[src/rtl/split_timeout_pkg.sv]
// Shared definitions for the split-transaction timeout timer.
// Assumes a 32-bit register data path.
package split_timeout_pkg;

    localparam int unsigned REG_W = 32;

    // Register word selector.
    typedef enum logic {
        SEL_SECONDS  = 1'b0,
        SEL_FRACTION = 1'b1
    } word_sel_e;

endpackage

[src/rtl/split_timeout_regs.sv]
// Holds the seconds and fraction words. Unused bits are not stored and
// read back as zero. Assumes one write at most per cycle.
module split_timeout_regs
    import split_timeout_pkg::*;
#(
    parameter int unsigned SEC_W      = 3,
    parameter int unsigned FRAC_W     = 13,
    parameter int unsigned FRAC_RESET = 800
) (
    input  logic              clk,
    input  logic              rst_n,
    input  logic              wr,
    input  logic              sel,
    input  logic [REG_W-1:0]  wdata,
    output logic [SEC_W-1:0]  seconds,
    output logic [FRAC_W-1:0] fraction,
    output logic [REG_W-1:0]  rd_seconds,
    output logic [REG_W-1:0]  rd_fraction
);
    localparam int unsigned FRAC_LSB = REG_W - FRAC_W;

    logic [SEC_W-1:0]  sec_q;
    logic [FRAC_W-1:0] frac_q;

    // Capture the kept bits of a write into the selected word.
    always_ff @(posedge clk) begin
        if (!rst_n) begin
            sec_q  <= '0;
            frac_q <= FRAC_W'(FRAC_RESET);
        end else if (wr) begin
            if (word_sel_e'(sel) == SEL_SECONDS) begin
                sec_q <= wdata[SEC_W-1:0];
            end else begin
                frac_q <= wdata[REG_W-1:FRAC_LSB];
            end
        end
    end

    // Place the stored fields at their bit positions in the read words.
    always_comb begin
        rd_seconds  = '0;
        rd_fraction = '0;
        rd_seconds[SEC_W-1:0]           = sec_q;
        rd_fraction[REG_W-1:FRAC_LSB]   = frac_q;
    end

    assign seconds  = sec_q;
    assign fraction = frac_q;

endmodule

[src/rtl/split_timeout_expiry.sv]
// Turns the seconds and fraction fields into a wait length in ticks and
// applies the lower floor. Purely combinational; the multiply is by a
// constant, so it reduces to a few shifted adds.
module split_timeout_expiry #(
    parameter int unsigned SEC_W         = 3,
    parameter int unsigned FRAC_W        = 13,
    parameter int unsigned TICKS_PER_SEC = 8000,
    parameter int unsigned FLOOR_TICKS   = 800,
    parameter int unsigned CNT_W         = 16
) (
    input  logic [SEC_W-1:0]  seconds,
    input  logic [FRAC_W-1:0] fraction,
    output logic [CNT_W-1:0]  wait_ticks
);
    logic [CNT_W-1:0] raw_ticks;

    // Combine the fields and raise short settings to the floor.
    always_comb begin
        raw_ticks = CNT_W'(seconds) * CNT_W'(TICKS_PER_SEC) + CNT_W'(fraction);
        if (raw_ticks < CNT_W'(FLOOR_TICKS)) begin
            wait_ticks = CNT_W'(FLOOR_TICKS);
        end else begin
            wait_ticks = raw_ticks;
        end
    end

endmodule

[src/rtl/split_timeout_countdown.sv]
// Countdown timer. Start loads the wait length (start beats cancel),
// each tick while running steps down, and a one-clock expiry pulse
// follows the step that reaches zero. Assumes load_ticks >= 1.
module split_timeout_countdown #(
    parameter int unsigned CNT_W = 16
) (
    input  logic             clk,
    input  logic             rst_n,
    input  logic             start,
    input  logic             cancel,
    input  logic             tick,
    input  logic [CNT_W-1:0] load_ticks,
    output logic             running,
    output logic [CNT_W-1:0] count,
    output logic             expired
);
    logic             run_q;
    logic [CNT_W-1:0] cnt_q;
    logic             exp_q;

    // Load, stop or step the counter and emit the expiry pulse.
    always_ff @(posedge clk) begin
        if (!rst_n) begin
            run_q <= 1'b0;
            cnt_q <= '0;
            exp_q <= 1'b0;
        end else begin
            exp_q <= 1'b0;
            if (start) begin
                run_q <= 1'b1;
                cnt_q <= load_ticks;
            end else if (cancel) begin
                run_q <= 1'b0;
            end else if (run_q && tick) begin
                if (cnt_q == CNT_W'(1)) begin
                    run_q <= 1'b0;
                    cnt_q <= '0;
                    exp_q <= 1'b1;
                end else begin
                    cnt_q <= cnt_q - CNT_W'(1);
                end
            end
        end
    end

    assign running = run_q;
    assign count   = cnt_q;
    assign expired = exp_q;

endmodule

[src/rtl/split_timeout_timer.sv]
// Top level: programmable split-transaction timeout words plus the
// countdown that times one outstanding request. Assumes cyc_tick is a
// single-clock pulse every 125 us.
module split_timeout_timer
    import split_timeout_pkg::*;
#(
    parameter int unsigned SEC_W         = 3,
    parameter int unsigned FRAC_W        = 13,
    parameter int unsigned TICKS_PER_SEC = 8000,
    parameter int unsigned FLOOR_TICKS   = 800
) (
    input  logic        clk,
    input  logic        rst_n,
    input  logic        reg_wr,
    input  logic        reg_sel,
    input  logic [31:0] reg_wdata,
    output logic [31:0] rd_seconds,
    output logic [31:0] rd_fraction,
    input  logic        cyc_tick,
    input  logic        tmr_start,
    input  logic        tmr_cancel,
    output logic        tmr_expired
);
    localparam int unsigned MAX_TICKS =
        ((1 << SEC_W) - 1) * TICKS_PER_SEC + ((1 << FRAC_W) - 1);
    localparam int unsigned CNT_W = $clog2(MAX_TICKS + 1);

    logic [SEC_W-1:0]  seconds;
    logic [FRAC_W-1:0] fraction;
    logic [CNT_W-1:0]  wait_ticks;
    logic              running;
    logic [CNT_W-1:0]  count;

    split_timeout_regs #(
        .SEC_W      (SEC_W),
        .FRAC_W     (FRAC_W),
        .FRAC_RESET (FLOOR_TICKS)
    ) u_regs (
        .clk         (clk),
        .rst_n       (rst_n),
        .wr          (reg_wr),
        .sel         (reg_sel),
        .wdata       (reg_wdata),
        .seconds     (seconds),
        .fraction    (fraction),
        .rd_seconds  (rd_seconds),
        .rd_fraction (rd_fraction)
    );

    split_timeout_expiry #(
        .SEC_W         (SEC_W),
        .FRAC_W        (FRAC_W),
        .TICKS_PER_SEC (TICKS_PER_SEC),
        .FLOOR_TICKS   (FLOOR_TICKS),
        .CNT_W         (CNT_W)
    ) u_expiry (
        .seconds    (seconds),
        .fraction   (fraction),
        .wait_ticks (wait_ticks)
    );

    split_timeout_countdown #(
        .CNT_W (CNT_W)
    ) u_count (
        .clk        (clk),
        .rst_n      (rst_n),
        .start      (tmr_start),
        .cancel     (tmr_cancel),
        .tick       (cyc_tick),
        .load_ticks (wait_ticks),
        .running    (running),
        .count      (count),
        .expired    (tmr_expired)
    );

endmodule

[config.mk]
export PLATFORM = sky130hd
export DESIGN_NAME = split_timeout_timer
export DESIGN_NICKNAME = d
export VERILOG_FILES = /design/src/rtl/split_timeout_pkg.sv /design/src/rtl/split_timeout_regs.sv /design/src/rtl/split_timeout_expiry.sv /design/src/rtl/split_timeout_countdown.sv /design/src/rtl/split_timeout_timer.sv
export SDC_FILE = /design/constraint.sdc
export NUM_CORES = 1
export LEC_CHECK = 0
export ABC_AREA = 1
export BUFFER_PORTS_ARGS = -buffer_cell sky130_fd_sc_hd__buf_2
export CORE_MARGIN = 10
export CORE_UTILIZATION = 50
export DETAILED_ROUTE_END_ITERATION = 8
export PLACE_DENSITY = 0.81
export RECOVER_POWER = 50
export SYNTH_ARGS = -nofsm -noshare
export SYNTH_HDL_FRONTEND = slang
export SYNTH_SLANG_ARGS = --single-unit
[constraint.sdc]
create_clock -name clk -period 7.85 [get_ports clk]
set_input_delay 0.785 -clock clk [delete_from_list [all_inputs] [get_ports clk]]
set_output_delay 0.785 -clock clk [all_outputs]
set_load 0.02 [all_outputs]
# --- Word-level counts from Yosys, hierarchy flattened ---
# Index checks and enable logic that the tools add are counted.
# W data, S select, Z words.
word_totals:
  regBits: 34
  latch_bits: 0
  ramBits: 0
  romBits: 0
  input_bits: 39
  output_inout_bits: 65
  elab_cells: 33
  n_memories: 0
classes:
  addsub: 2
  multipliers: 1
  div: 0
  magnitude_cmp: 1
  eq_ne: 2
  shifts: 0
  mux: 10
  bitwise: 3
  n_reduce_logical: 9
ops:
  columns: ["cell", "n"]
  rows:
  - ["$mux W16", 5]
  - ["$add A16 B13 Y16", 1]
  - ["$eq A16 B1 Y1 const B", 1]
  - ["$lt A16 B10 Y1 const B", 1]
  - ["$sub A16 B1 Y16 const B", 1]
  - ["$mul A3 B7 Y10 const B", 1]
  - ["$reduce_and A2 Y1", 4]
  - ["$reduce_bool A3 Y1", 2]
  - ["$mux W1", 5]
  - ["$reduce_or A4 Y1", 1]
  - ["$not A1 Y1", 3]
  - ["$ne A2 B2 Y1 const B", 1]
  - ["$reduce_bool A2 Y1", 1]
  - ["$logic_and A1 B1 Y1", 1]

# --- Depth between registers and ports, before layout ---
logic_depth:
  depth_word: 5
  ltp_mapped: 20

# --- Cells and area by module ---
# A second synthesis with hierarchy kept.
hier_totals:
  cells_unflattened: 470
  hier_area_um2: 3236.9
by_module_without_submodules:
  columns: ["module", "instances", "cells_each", "area_each_um2"]
  rows:
  - ["split_timeout_countdown", 1, 171, 1219.9]
  - ["split_timeout_regs", 1, 143, 1071.0]
  - ["split_timeout_expiry", 1, 156, 945.9]

# --- Least setup slack after synthesis ---
# No wires, ideal clock.
synth_path:
  kind: "reg2reg"
  start: "register u_regs.sec_q[1] (netlist: u_regs.seconds[1])"
  end: "register u_count.cnt_q[5] (netlist: u_count.count[5])"
  arrival_time_ps: 3308
  path_slack_ps: 4472
  stages_incl_launch_ff: 18
  period_less_slack_ps: 3378
  cell_sequence: "dfxtp_1 > fa_1 > fa_1 > inv_1 > fa_1 > inv_1 > ha_1 > nand2_1 > inv_1 > a21oi_2 > nand2_1 > nor2_1 > nor2_1 > nor2_4 > nand3_4 > nand2_1 > nand2_1 > a21oi_1"
synth_between:
  elab_chain_len: 5
synth_lines:
  columns: ["element", "line_no", "rtl"]
  rows:
  - ["start: declaration", "split_timeout_regs.sv:22", "logic [SEC_W-1:0] sec_q;"]
  - ["start signal: assignment", "split_timeout_regs.sv:32", "sec_q <= wdata[SEC_W-1:0];"]
  - ["$mul A3 B7 Y10", "split_timeout_expiry.sv:19", "raw_ticks = CNT_W'(seconds) * CNT_W'(TICKS_PER_SEC) + CNT_W'(fraction);"]
  - ["$add A16 B13 Y16", "split_timeout_expiry.sv:19", null]
  - ["$lt A16 B10 Y1", "split_timeout_expiry.sv:20", "if (raw_ticks < CNT_W'(FLOOR_TICKS)) begin"]
  - ["$mux W16", "split_timeout_expiry.sv:20", null]
  - ["$mux W16", "split_timeout_countdown.sv:29", "if (start) begin"]
  - ["end signal: assignment", "split_timeout_countdown.sv:31", "cnt_q <= load_ticks;"]
  - ["end signal: assignment", "split_timeout_countdown.sv:40", "cnt_q <= cnt_q - CNT_W'(1);"]
  - ["end: declaration", "split_timeout_countdown.sv:18", "logic [CNT_W-1:0] cnt_q;"]
# Every way passes these cells.
# A chain may end at the register's enable or synchronous reset.

# --- Worst setup path in the final report ---
# Ends and elaborated chain as after synthesis.

==> qor.csv <==
metric;value;unit
outcome;finished, final reports clean;
antenna_cells;0;
postCtsSetupRepairBufs;0;
vias;2571;
grt_use_total;0.143;
first_global_vias;2491;
htreeDepth;2;
grt-ovfl-total;0;
end_kind;flop;
worst_pin_slew;1.10;ns
cts_tree;done;
rsz0062_at_grt;false;
crit_arrival;3.86;ns
maxCapViolations;0;
numCtsBuffers;5;
final_core_util;0.539;
synth.top_cell.area_share;0.238;
p_leak;1.56;nW
io-pin-count;104;
reg2reg_depth;17;
clock_latency;0.29;ns
total_power;0.555;mW
dpl.hpwl;5260;um
fin_crit;3.64;ns
nets;518;
via_per_inst;4.85;
antenna_found_initial;0;
cts_resized;0;
min_delay_path_depth;2;
required;8.07;ns
setup_violations;0;
cp-start-kind;flop;
cts_root_buffer;clkbuf_8;
drive_gt1_frac;0.129;
first_pass_iters;4;
power_density;186;nW/um2
skew;0.00795;ns
core;5540;um2
period_share;0.464;
yosys_warnings;0;
synth_area_leader_cell;dfxtp_1;
hold_buffers;0;
synth_area_leaders;dfxtp_1 24%, buf_4 13%, nand2_1 10%;
rows;27;
numPortBuffers;39;
dieArea;9140;um2
dpl_cell_area;2910;um2
syn_inst;421;
grt_pass1_wl;10700;um
drt_iter0_markers;192;
finalSetupTns;0;ns
path_clk_slew;0.08;ns
clock_path_buffers;2;
wl;6550;um
synth-seq-area-share;0.238;
synthesis.area;2860;um2
slew_headroom;0.266;
critical_path_peak_fanout;10;
final-instance-count-excl-fill;530;
avgSynthCellArea;6.79;um2
die_y;95.6;um
yosysUniqueCellTypes;35;
antenna_left;0;
syn_to_final_growth;4.51;%
hold_path.class;flop to flop;
layout.cells.most_common;nand2_1;
gp_congestion;0.918;
max_freq;275;MHz
drcViolationCount;0;
postSynthRegisterBits;34;
die_x;95.6;um
maxSlewViolCount;0;
ir_drop;0.141;mV
clock_sinks;34;
start_util;0.516;
placedCellCount;522;
grt_max_degree;29;
crit_type;flop to flop;
stdcell_area;2990;um2
wl_per_cell;12.4;um
final_cell_mix;77 x nand2_1, 50 x inv_1, 48 x conb_1, 47 x nor2_1, 34 x dfxtp_1;
hold_viol_final;0;
logic make-up after synthesis:
family                     synth area share
AOI/OAI and AO/OA                     0.125
buffers and inverters                 0.213
adders and majority gates             0.109
xor gates and xnor gates             0.0184
and+or+nand+nor                       0.295
other                               0.00131
DFF                                   0.238
metrics by stage:
step | hold slack, ns | setup slack [ns]
after global routing | 0.538 | 3.89
after global placement | 0.485 | 4.31
final | 0.505 | 4.21
after detailed placement | 0.492 | 4.22
after floorplan | 0.467 | 4.47
after CTS | 0.506 | 4.20
area by class of cell:
type | instances | area (um2)
Fill cell | 546 | 2550
Sequential cell | 34 | 681
Multi-Input combinational cell | 325 | 1750
Clock inverter | 1 | 5.00
Clock buffer | 7 | 86.3
Tap cell | 72 | 90.1
Inverter | 52 | 195
Timing Repair Buffer | 39 | 184
state kept, by name (all words and copies together) (netlist names):
register         cells
u_count.count       16
u_regs.seconds       3
u_count.expired      1
u_regs.fraction     13
u_count.running      1
report_power, final:
group          internal, mW  leakage [nW]  switching, mW  total [mW]
logic                0.0703          1.24          0.142       0.212
registers             0.188         0.281         0.0159       0.204
clock network        0.0708        0.0482         0.0679       0.139
total                 0.329          1.56          0.226       0.555
critical path: stages (launching register included):
cell and delay, ns:
dfxtp_1 0.53, fa_1 0.57, fa_1 0.48, inv_1 0.08
fa_1 0.42, inv_1 0.07, ha_1 0.27, nand2_1 0.10
inv_1 0.05, a21oi_2 0.20, nand2_1 0.07, nor2_1 0.09
nor2_1 0.09, nor2_4 0.12, nand3_4 0.13, nand2_1 0.09
nand2_1 0.06, a21oi_1 0.14
path summary, 6_finish.rpt:
kind	slack, ns	end	start
max	4.21	u_count.count[5]$_SDFFE_PN0P_	u_regs.seconds[1]$_SDFFE_PN0P_
min	0.50	u_count.expired$_SDFF_PP0_	u_count.running$_SDFFE_PN0P_
max reg2reg	4.21	u_count.count[5]$_SDFFE_PN0P_	u_regs.seconds[1]$_SDFFE_PN0P_
min reg2reg	0.50	u_count.expired$_SDFF_PP0_	u_count.running$_SDFFE_PN0P_
layer usage:
layer / track usage / part of all wire / vias to the layer above / routed length, um
li1: - / - / 1324 / -
met1: 0.157 / 0.42 / 1151 / 2740
met2: 0.260 / 0.48 / 89 / 3140
met3: 0.0338 / 0.090 / 7 / 589
met4: 0.0504 / 0.012 / 0 / 80
met5: 0 / 0 / - / 0
cells in the mapped netlist:
cell type,instances
o21a_1,1
buf_2,1
conb_1,1
clkbuf_8,1
a21oi_4,1
nor2_1,47
nor4_1,1
nand3_2,4
a21oi_1,27
o31ai_1,1
nor2_4,2
inv_2,1
ha_1,17
a21oi_2,2
buf_4,50
o211ai_1,2
fa_1,5
inv_1,50
nand3b_1,3
xor2_1,3
clkinv_1,1
nand3_1,32
nor3_1,3
a31o_2,1
a31oi_1,3
o21ai_0,26
nand2_1,77
nor2_2,3
clkbuf_1,5
nand2_2,7
dfxtp_1,34
xnor2_1,3
nand4_1,4
or2_1,1
nand3_4,1
Note: power is estimated with default switching activity, not from simulation.
